===== config.mk =====
export PLATFORM = sky130hd
export DESIGN_NAME = tlbx_top
export DESIGN_NICKNAME = d
export VERILOG_FILES = /design/src/rtl/tlbx_pkg.sv /design/src/rtl/tlbx_probe.sv /design/src/rtl/tlbx_plru.sv /design/src/rtl/tlbx_top.sv
export SDC_FILE = /design/constraint.sdc
export NUM_CORES = 2
export LEC_CHECK = 0
export BUFFER_PORTS_ARGS = -buffer_cell sky130_fd_sc_hd__clkbuf_2
export CORE_MARGIN = 2
export CORE_UTILIZATION = 60
export CTS_CLUSTER_DIAMETER = 40
export CTS_CLUSTER_SIZE = 28
export DETAILED_ROUTE_END_ITERATION = 8
export HOLD_SLACK_MARGIN = 0.1
export PLACE_DENSITY = 0.76
export SYNTH_ARGS = -nofsm -noshare
export SYNTH_HDL_FRONTEND = slang
export SYNTH_HIERARCHICAL = 1
export SYNTH_SLANG_ARGS = --single-unit

===== constraint.sdc =====
create_clock -name clk -period 25.8 [get_ports clk]
set_input_delay 5.16 -clock clk [delete_from_list [all_inputs] [get_ports clk]]
set_output_delay 5.16 -clock clk [all_outputs]
set_load 0.01 [all_outputs]

===== src/rtl/tlbx_pkg.sv =====
// Package: shared sizes, the way record and key derivation for the translation buffer.
// Assumes a 4-way set (the replacement tree is fixed at 3 bits).
package tlbx_pkg;
    localparam int VPN_W  = 20;               // virtual page number width
    localparam int OFF_W  = 12;               // page offset width
    localparam int SET_W  = 4;                // set index width
    localparam int SETS   = 1 << SET_W;       // number of sets
    localparam int WAYS   = 4;                // ways per set
    localparam int WAY_W  = $clog2(WAYS);     // way index width
    localparam int TAG_W  = VPN_W - SET_W;    // stored tag width
    localparam int ENT_W  = 32;               // entry contents width
    localparam int PPN_W  = ENT_W - OFF_W;    // frame number width
    localparam int DIR_SH = 10;               // low VPN bits covered by one directory entry
    localparam int G_BIT  = 8;                // global flag position in an entry

    typedef struct packed {
        logic             vld;
        logic             pd;                 // 1 directory entry, 0 leaf entry
        logic [TAG_W-1:0] tag;
        logic [ENT_W-1:0] ent;
    } way_t;

    // Derive the lookup key: directory entries are keyed by the upper VPN field.
    function automatic logic [VPN_W-1:0] key_of(input logic [VPN_W-1:0] vpn, input logic pd);
        key_of = pd ? (vpn >> DIR_SH) : vpn;
    endfunction
endpackage


===== src/rtl/tlbx_probe.sv =====
// Module: compares one set's ways against a tag and kind, returns the match.
// Assumes at most one way matches; the lowest-numbered match is reported.
module tlbx_probe
    import tlbx_pkg::*;
(
    input  way_t [WAYS-1:0]  set_i,
    input  logic             pd_i,
    input  logic [TAG_W-1:0] tag_i,
    output logic [WAYS-1:0]  match_o,
    output logic             hit_o,
    output logic [WAY_W-1:0] way_o,
    output logic [ENT_W-1:0] ent_o
);
    // Per-way compare of valid, kind and tag.
    always_comb begin
        for (int w = 0; w < WAYS; w++) begin
            match_o[w] = set_i[w].vld && (set_i[w].pd == pd_i) && (set_i[w].tag == tag_i);
        end
    end

    // Encode the matching way and select its contents.
    always_comb begin
        way_o = '0;
        ent_o = '0;
        for (int w = WAYS - 1; w >= 0; w--) begin
            if (match_o[w]) begin
                way_o = WAY_W'(w);
                ent_o = set_i[w].ent;
            end
        end
        hit_o = |match_o;
    end
endmodule


===== src/rtl/tlbx_plru.sv =====
// Module: 3-bit tree pseudo-LRU for one 4-way set.
// Bit 0 picks the half holding the victim (0 ways 0-1, 1 ways 2-3);
// bits 1 and 2 pick within the left and right half. A touch points the tree away.
module tlbx_plru
    import tlbx_pkg::*;
(
    input  logic             clk,
    input  logic             rst_n,
    input  logic             touch_i,
    input  logic [WAY_W-1:0] touch_way_i,
    output logic [WAY_W-1:0] victim_o
);
    logic [2:0] tree;

    // Update the tree so that the touched way is not the next victim.
    always_ff @(posedge clk) begin
        if (!rst_n) begin
            tree <= '0;
        end else if (touch_i) begin
            if (!touch_way_i[1]) begin
                tree[0] <= 1'b1;
                tree[1] <= ~touch_way_i[0];
            end else begin
                tree[0] <= 1'b0;
                tree[2] <= ~touch_way_i[0];
            end
        end
    end

    // Decode the victim from the tree.
    always_comb begin
        if (tree[0]) victim_o = tree[2] ? 2'd3 : 2'd2;
        else         victim_o = tree[1] ? 2'd1 : 2'd0;
    end

    // the way just touched is not the following victim.
    a_r8_victim_moves_off: assert property (@(posedge clk) disable iff (!rst_n)
        touch_i |=> victim_o != $past(touch_way_i));
endmodule


===== src/rtl/tlbx_top.sv =====
// Module: 16-set, 4-way translation buffer holding directory and leaf entries.
// Lookups answer one cycle later; fills write in one cycle; a flush keeps global
// entries. Assumes the walker fills with correctly formed entries.
module tlbx_top
    import tlbx_pkg::*;
(
    input  logic             clk,
    input  logic             rst_n,
    input  logic             lk_req,
    input  logic [VPN_W-1:0] lk_vpn,
    input  logic [OFF_W-1:0] lk_off,
    input  logic             fill_req,
    input  logic             fill_pd,
    input  logic [VPN_W-1:0] fill_vpn,
    input  logic [ENT_W-1:0] fill_ent,
    input  logic             flush_req,
    output logic             rsp_hit,
    output logic             rsp_miss,
    output logic [ENT_W-1:0] rsp_pa,
    output logic             rsp_dir_hit,
    output logic [ENT_W-1:0] rsp_dir_ent
);
    way_t [WAYS-1:0] mem [SETS];

    logic [VPN_W-1:0] dkey, fkey;
    logic [SET_W-1:0] lset, dset, fset;
    logic [WAYS-1:0]  l_match, d_match, f_match;
    logic             l_hit, d_hit, f_hit;
    logic [WAY_W-1:0] l_way, d_way, f_way, fway;
    logic [ENT_W-1:0] l_ent, d_ent, f_ent;
    logic [WAY_W-1:0] vict [SETS];
    logic             inv_any;
    logic [WAY_W-1:0] inv_way;

    // Key and set derivation for the lookup and the fill.
    always_comb begin
        dkey = key_of(lk_vpn, 1'b1);
        fkey = key_of(fill_vpn, fill_pd);
        lset = lk_vpn[SET_W-1:0];
        dset = dkey[SET_W-1:0];
        fset = fkey[SET_W-1:0];
    end

    tlbx_probe u_leaf (.set_i(mem[lset]), .pd_i(1'b0), .tag_i(lk_vpn[VPN_W-1:SET_W]),
                       .match_o(l_match), .hit_o(l_hit), .way_o(l_way), .ent_o(l_ent));
    tlbx_probe u_dir  (.set_i(mem[dset]), .pd_i(1'b1), .tag_i(dkey[VPN_W-1:SET_W]),
                       .match_o(d_match), .hit_o(d_hit), .way_o(d_way), .ent_o(d_ent));
    tlbx_probe u_fill (.set_i(mem[fset]), .pd_i(fill_pd), .tag_i(fkey[VPN_W-1:SET_W]),
                       .match_o(f_match), .hit_o(f_hit), .way_o(f_way), .ent_o(f_ent));

    // Lowest-numbered invalid way in the fill set.
    always_comb begin
        inv_any = 1'b0;
        inv_way = '0;
        for (int w = WAYS - 1; w >= 0; w--) begin
            if (!mem[fset][w].vld) begin
                inv_any = 1'b1;
                inv_way = WAY_W'(w);
            end
        end
    end

    // Fill way: matching copy first, then an invalid way, then the tree victim.
    always_comb begin
        if (f_hit)        fway = f_way;
        else if (inv_any) fway = inv_way;
        else              fway = vict[fset];
    end

    // One replacement tree per set; fills win over leaf hits in the same set.
    for (genvar s = 0; s < SETS; s++) begin : g_set
        logic             fill_here, look_here, touch;
        logic [WAY_W-1:0] twy;
        always_comb begin
            fill_here = fill_req && (fset == SET_W'(s));
            look_here = lk_req && l_hit && (lset == SET_W'(s));
            touch     = fill_here || look_here;
            twy       = fill_here ? fway : l_way;
        end
        tlbx_plru u_plru (.clk(clk), .rst_n(rst_n), .touch_i(touch),
                          .touch_way_i(twy), .victim_o(vict[s]));
    end

    // Array update: reset clears, flush drops local entries, then the fill writes.
    always_ff @(posedge clk) begin
        if (!rst_n) begin
            for (int s = 0; s < SETS; s++)
                for (int w = 0; w < WAYS; w++)
                    mem[s][w].vld <= 1'b0;
        end else begin
            if (flush_req) begin
                for (int s = 0; s < SETS; s++)
                    for (int w = 0; w < WAYS; w++)
                        if (!mem[s][w].ent[G_BIT]) mem[s][w].vld <= 1'b0;
            end
            if (fill_req) mem[fset][fway] <= '{vld: 1'b1, pd: fill_pd,
                                                tag: fkey[VPN_W-1:SET_W], ent: fill_ent};
        end
    end

    // Registered lookup response.
    always_ff @(posedge clk) begin
        if (!rst_n) begin
            rsp_hit     <= 1'b0;
            rsp_miss    <= 1'b0;
            rsp_pa      <= '0;
            rsp_dir_hit <= 1'b0;
            rsp_dir_ent <= '0;
        end else begin
            rsp_hit     <= lk_req && l_hit;
            rsp_miss    <= lk_req && !l_hit;
            rsp_pa      <= (lk_req && l_hit) ? {l_ent[ENT_W-1:OFF_W], lk_off} : '0;
            rsp_dir_hit <= lk_req && d_hit;
            rsp_dir_ent <= (lk_req && d_hit) ? d_ent : '0;
        end
    end

    // Summaries of array state used only by the checks below.
    logic any_vld, ng_live;
    always_comb begin
        any_vld = 1'b0;
        ng_live = 1'b0;
        for (int s = 0; s < SETS; s++)
            for (int w = 0; w < WAYS; w++) begin
                any_vld = any_vld | mem[s][w].vld;
                ng_live = ng_live | (mem[s][w].vld & ~mem[s][w].ent[G_BIT]);
            end
    end

    a_r1_empty_after_reset: assert property (@(posedge clk) disable iff (!rst_n)
        $rose(rst_n) |-> !any_vld);
    a_r2_offset_kept: assert property (@(posedge clk) disable iff (!rst_n)
        rsp_hit |-> rsp_pa[OFF_W-1:0] == $past(lk_off));
    a_r6_flush_drops_local: assert property (@(posedge clk) disable iff (!rst_n)
        (flush_req && !fill_req) |=> !ng_live);
    a_r9_single_copy: assert property (@(posedge clk) disable iff (!rst_n)
        lk_req |-> ($onehot0(l_match) && $onehot0(d_match)));
    a_r10_quiet_without_lookup: assert property (@(posedge clk) disable iff (!rst_n)
        !lk_req |=> (!rsp_hit && !rsp_miss && !rsp_dir_hit));
endmodule


==> impl_metrics.ini <==
[status]
status = finished clean

[global_route]
grt_pass1_wl_microns = 700000
grtUsageTotal_pct = 37.9
grt_pass1_vias = 92300
grt_max_degree = 126
antenna_found_initial = 38
grt_overflow = 0

[drt]
drc = 0
ant_nets = 0
firstDrtPassIters = 9
wirelength_microns = 496000
routedWlPerCell_microns = 42.8
first_iter_violations = 15900
via_per_inst = 7.90
vias = 91500

[floorplanning]
die_h_microns = 515
die_area_sq_um = 265000
rows = 187
core-area_sq_um = 259000
start_util_pct = 60.3
ios = 157
die_w_microns = 515

[layout]
design_area_sq_um = 177000
syn2layout_area_growth_pct = 13.2
fillers = 15500
fin_nets = 7854
final_core_util_pct = 68.3
multi_input_area_sq_um = 56400
final_layout_size_suffix_gt1_share_pct = 41.7
final-seq-area_sq_um = 97800

[sta]
worst_slew_pin_slew_ns = 1.43
relSlewSlack_pct = 4.37
setup_tns_ns = 0
hold_viol = 0
fin_skew_ns = 0.0799
slew_viol_final = 0
rsz0062_at_grt = false
finalSetupViolations = 0
fin_crit_sh_pct = 53.0
final.min_clock_period_ns = 13.67
fmax_mhz = 73.2

[placed_design]
io_buffers = 156
dp_hpwl_microns = 271000
gp_congestion = 0.956
dpl-instance-area_sq_um = 162000

[worst_hold_path]
holdPathStages = 1
hold_path.class = reg -> reg
worstHoldStart = g_set[3].u_plru/tree[1]

[critical_path]
cp-start-kind = input pin
critPathCaptureType = flip-flop
reg2reg_depth = 14
arrival_ns = 14.24
critical_path_class = in -> reg
startpoint = fill_pd
cp_max_fo = 108
timing.rr.end = mem[6][120]
crit_end = mem[6][120]
required_ns = 26.37
r2r_start = mem[0][148]
r2r_slack_ns = 18.72

[power]
design_power_total_w = 0.0132
p_sw_w = 0.00321
p_clk_share_pct = 48.0
p_leak_nw = 56.0
seqPwrFrac_pct = 44.6
power.density_nw_per_um2 = 74.6
swShare_pct = 24.2
ir_drop_mv = 0.0747
comb_power_share_pct = 7.3
internal-power_w = 0.0100

[cts]
holdBufCountCts = 0
clk_latency_ns = 1.00
htreeDepth = 5
numClockSinks = 3315
cts_buffer_depth = 4
clockRootBuffer = clkbuf_16
cts_resized = 0
tritoncts = done
cts_buffers = 446
cts_setup_buffers = 0
clk_pin_slew_ns = 0.06

[job]
maxCapViolations = 0

[synth]
netlist_area_sq_um = 157000
netlist_instances = 7587
avgSynthCellArea_sq_um = 20.6
yosys_warnings = 6
==> worst min path at each step <==
stage / end
floorplan: g_set[0].u_plru/tree[1]
global placement: g_set[0].u_plru/tree[1]
detailed placement: g_set[1].u_plru/tree[1]
CTS: g_set[3].u_plru/tree[1]
global route: g_set[3].u_plru/tree[1]
finish: g_set[3].u_plru/tree[1]
==> sequential cells by signal, indices dropped and copies added (netlist names) <==
signal and count:
g_set.u_plru/tree 48, mem 3200, rsp_dir_ent 32, rsp_dir_hit 1, rsp_hit 1, rsp_miss 1
rsp_pa 32
==> metrics by stage <==
| step | std cells | setup WS, ns | hold slack, ns |
|---|---|---|---|
| after floorplan | 7633 | 10.93 | 0.468 |
| after global placement | 10700 | 11.65 | 0.475 |
| after detailed placement | 10700 | 11.54 | 0.489 |
| after CTS | 11600 | 12.53 | 0.505 |
| after global routing | 11600 | 12.26 | 0.521 |
| final | 11600 | 12.13 | 0.501 |
==> worst max-delay path: stages <==
cell,delay [ns]
buf_4,0.48
mux2i_4,0.50
buf_4,1.08
buf_12,0.65
mux4_2,0.42
a22oi_1,0.20
nand2_1,0.12
xnor2_1,0.20
nand4_1,0.64
nor3_1,1.26
and2_1,0.26
nor2_1,0.06
nand2_1,0.13
a41oi_1,0.09
a21bo_2,0.33
o21a_4,0.58
buf_4,0.66
and3_4,1.13
==> area by class of cell <==
| type | instances | area share (%) |
|---|---|---|
| antenna | 25 | 0.0353 |
| clock buffer | 484 | 6.46 |
| clock inverter | 360 | 2.34 |
| inverter | 31 | 0.0656 |
| multi-input combinational | 3535 | 31.8 |
| sequential | 3315 | 55.1 |
| tap | 3402 | 2.40 |
| timing repair buffer | 435 | 1.74 |
==> power groups by stage <==
stage                     clock (W)  combinational, W  sequential, W
after floorplan                   0          0.000627        0.00602
after CTS                   0.00638          0.000948        0.00591
after global placement            0          0.000931        0.00602
after global routing        0.00660          0.000998        0.00591
after detailed placement          0          0.000941        0.00602
final                       0.00636          0.000970        0.00591
==> layout by cell type, fill, tap and decap left out, types with 64 or more instances in the layout <==
| master | n |
|---|---|
| o21ai_0 | 136 |
| xnor2_1 | 120 |
| clkbuf_16 | 451 |
| clkbuf_2 | 145 |
| nand2_1 | 291 |
| and2_1 | 65 |
| o211ai_1 | 65 |
| mux4_2 | 2036 |
| inv_6 | 64 |
| buf_4 | 271 |
| dfxtp_1 | 179 |
| a22oi_1 | 137 |
| edfxtp_1 | 3136 |
| xor2_1 | 84 |
==> routing by layer <==
metal / up-vias / global-route usage [%] / part of all wire, %
li1: 33600 / - / -
met1: 47900 / 50.7 / 33
met2: 8502 / 55.6 / 46
met3: 1482 / 14.4 / 16
met4: 32 / 17.7 / 5.2
met5: - / 1.04 / 0.13
(Power assumes the default switching activity.)
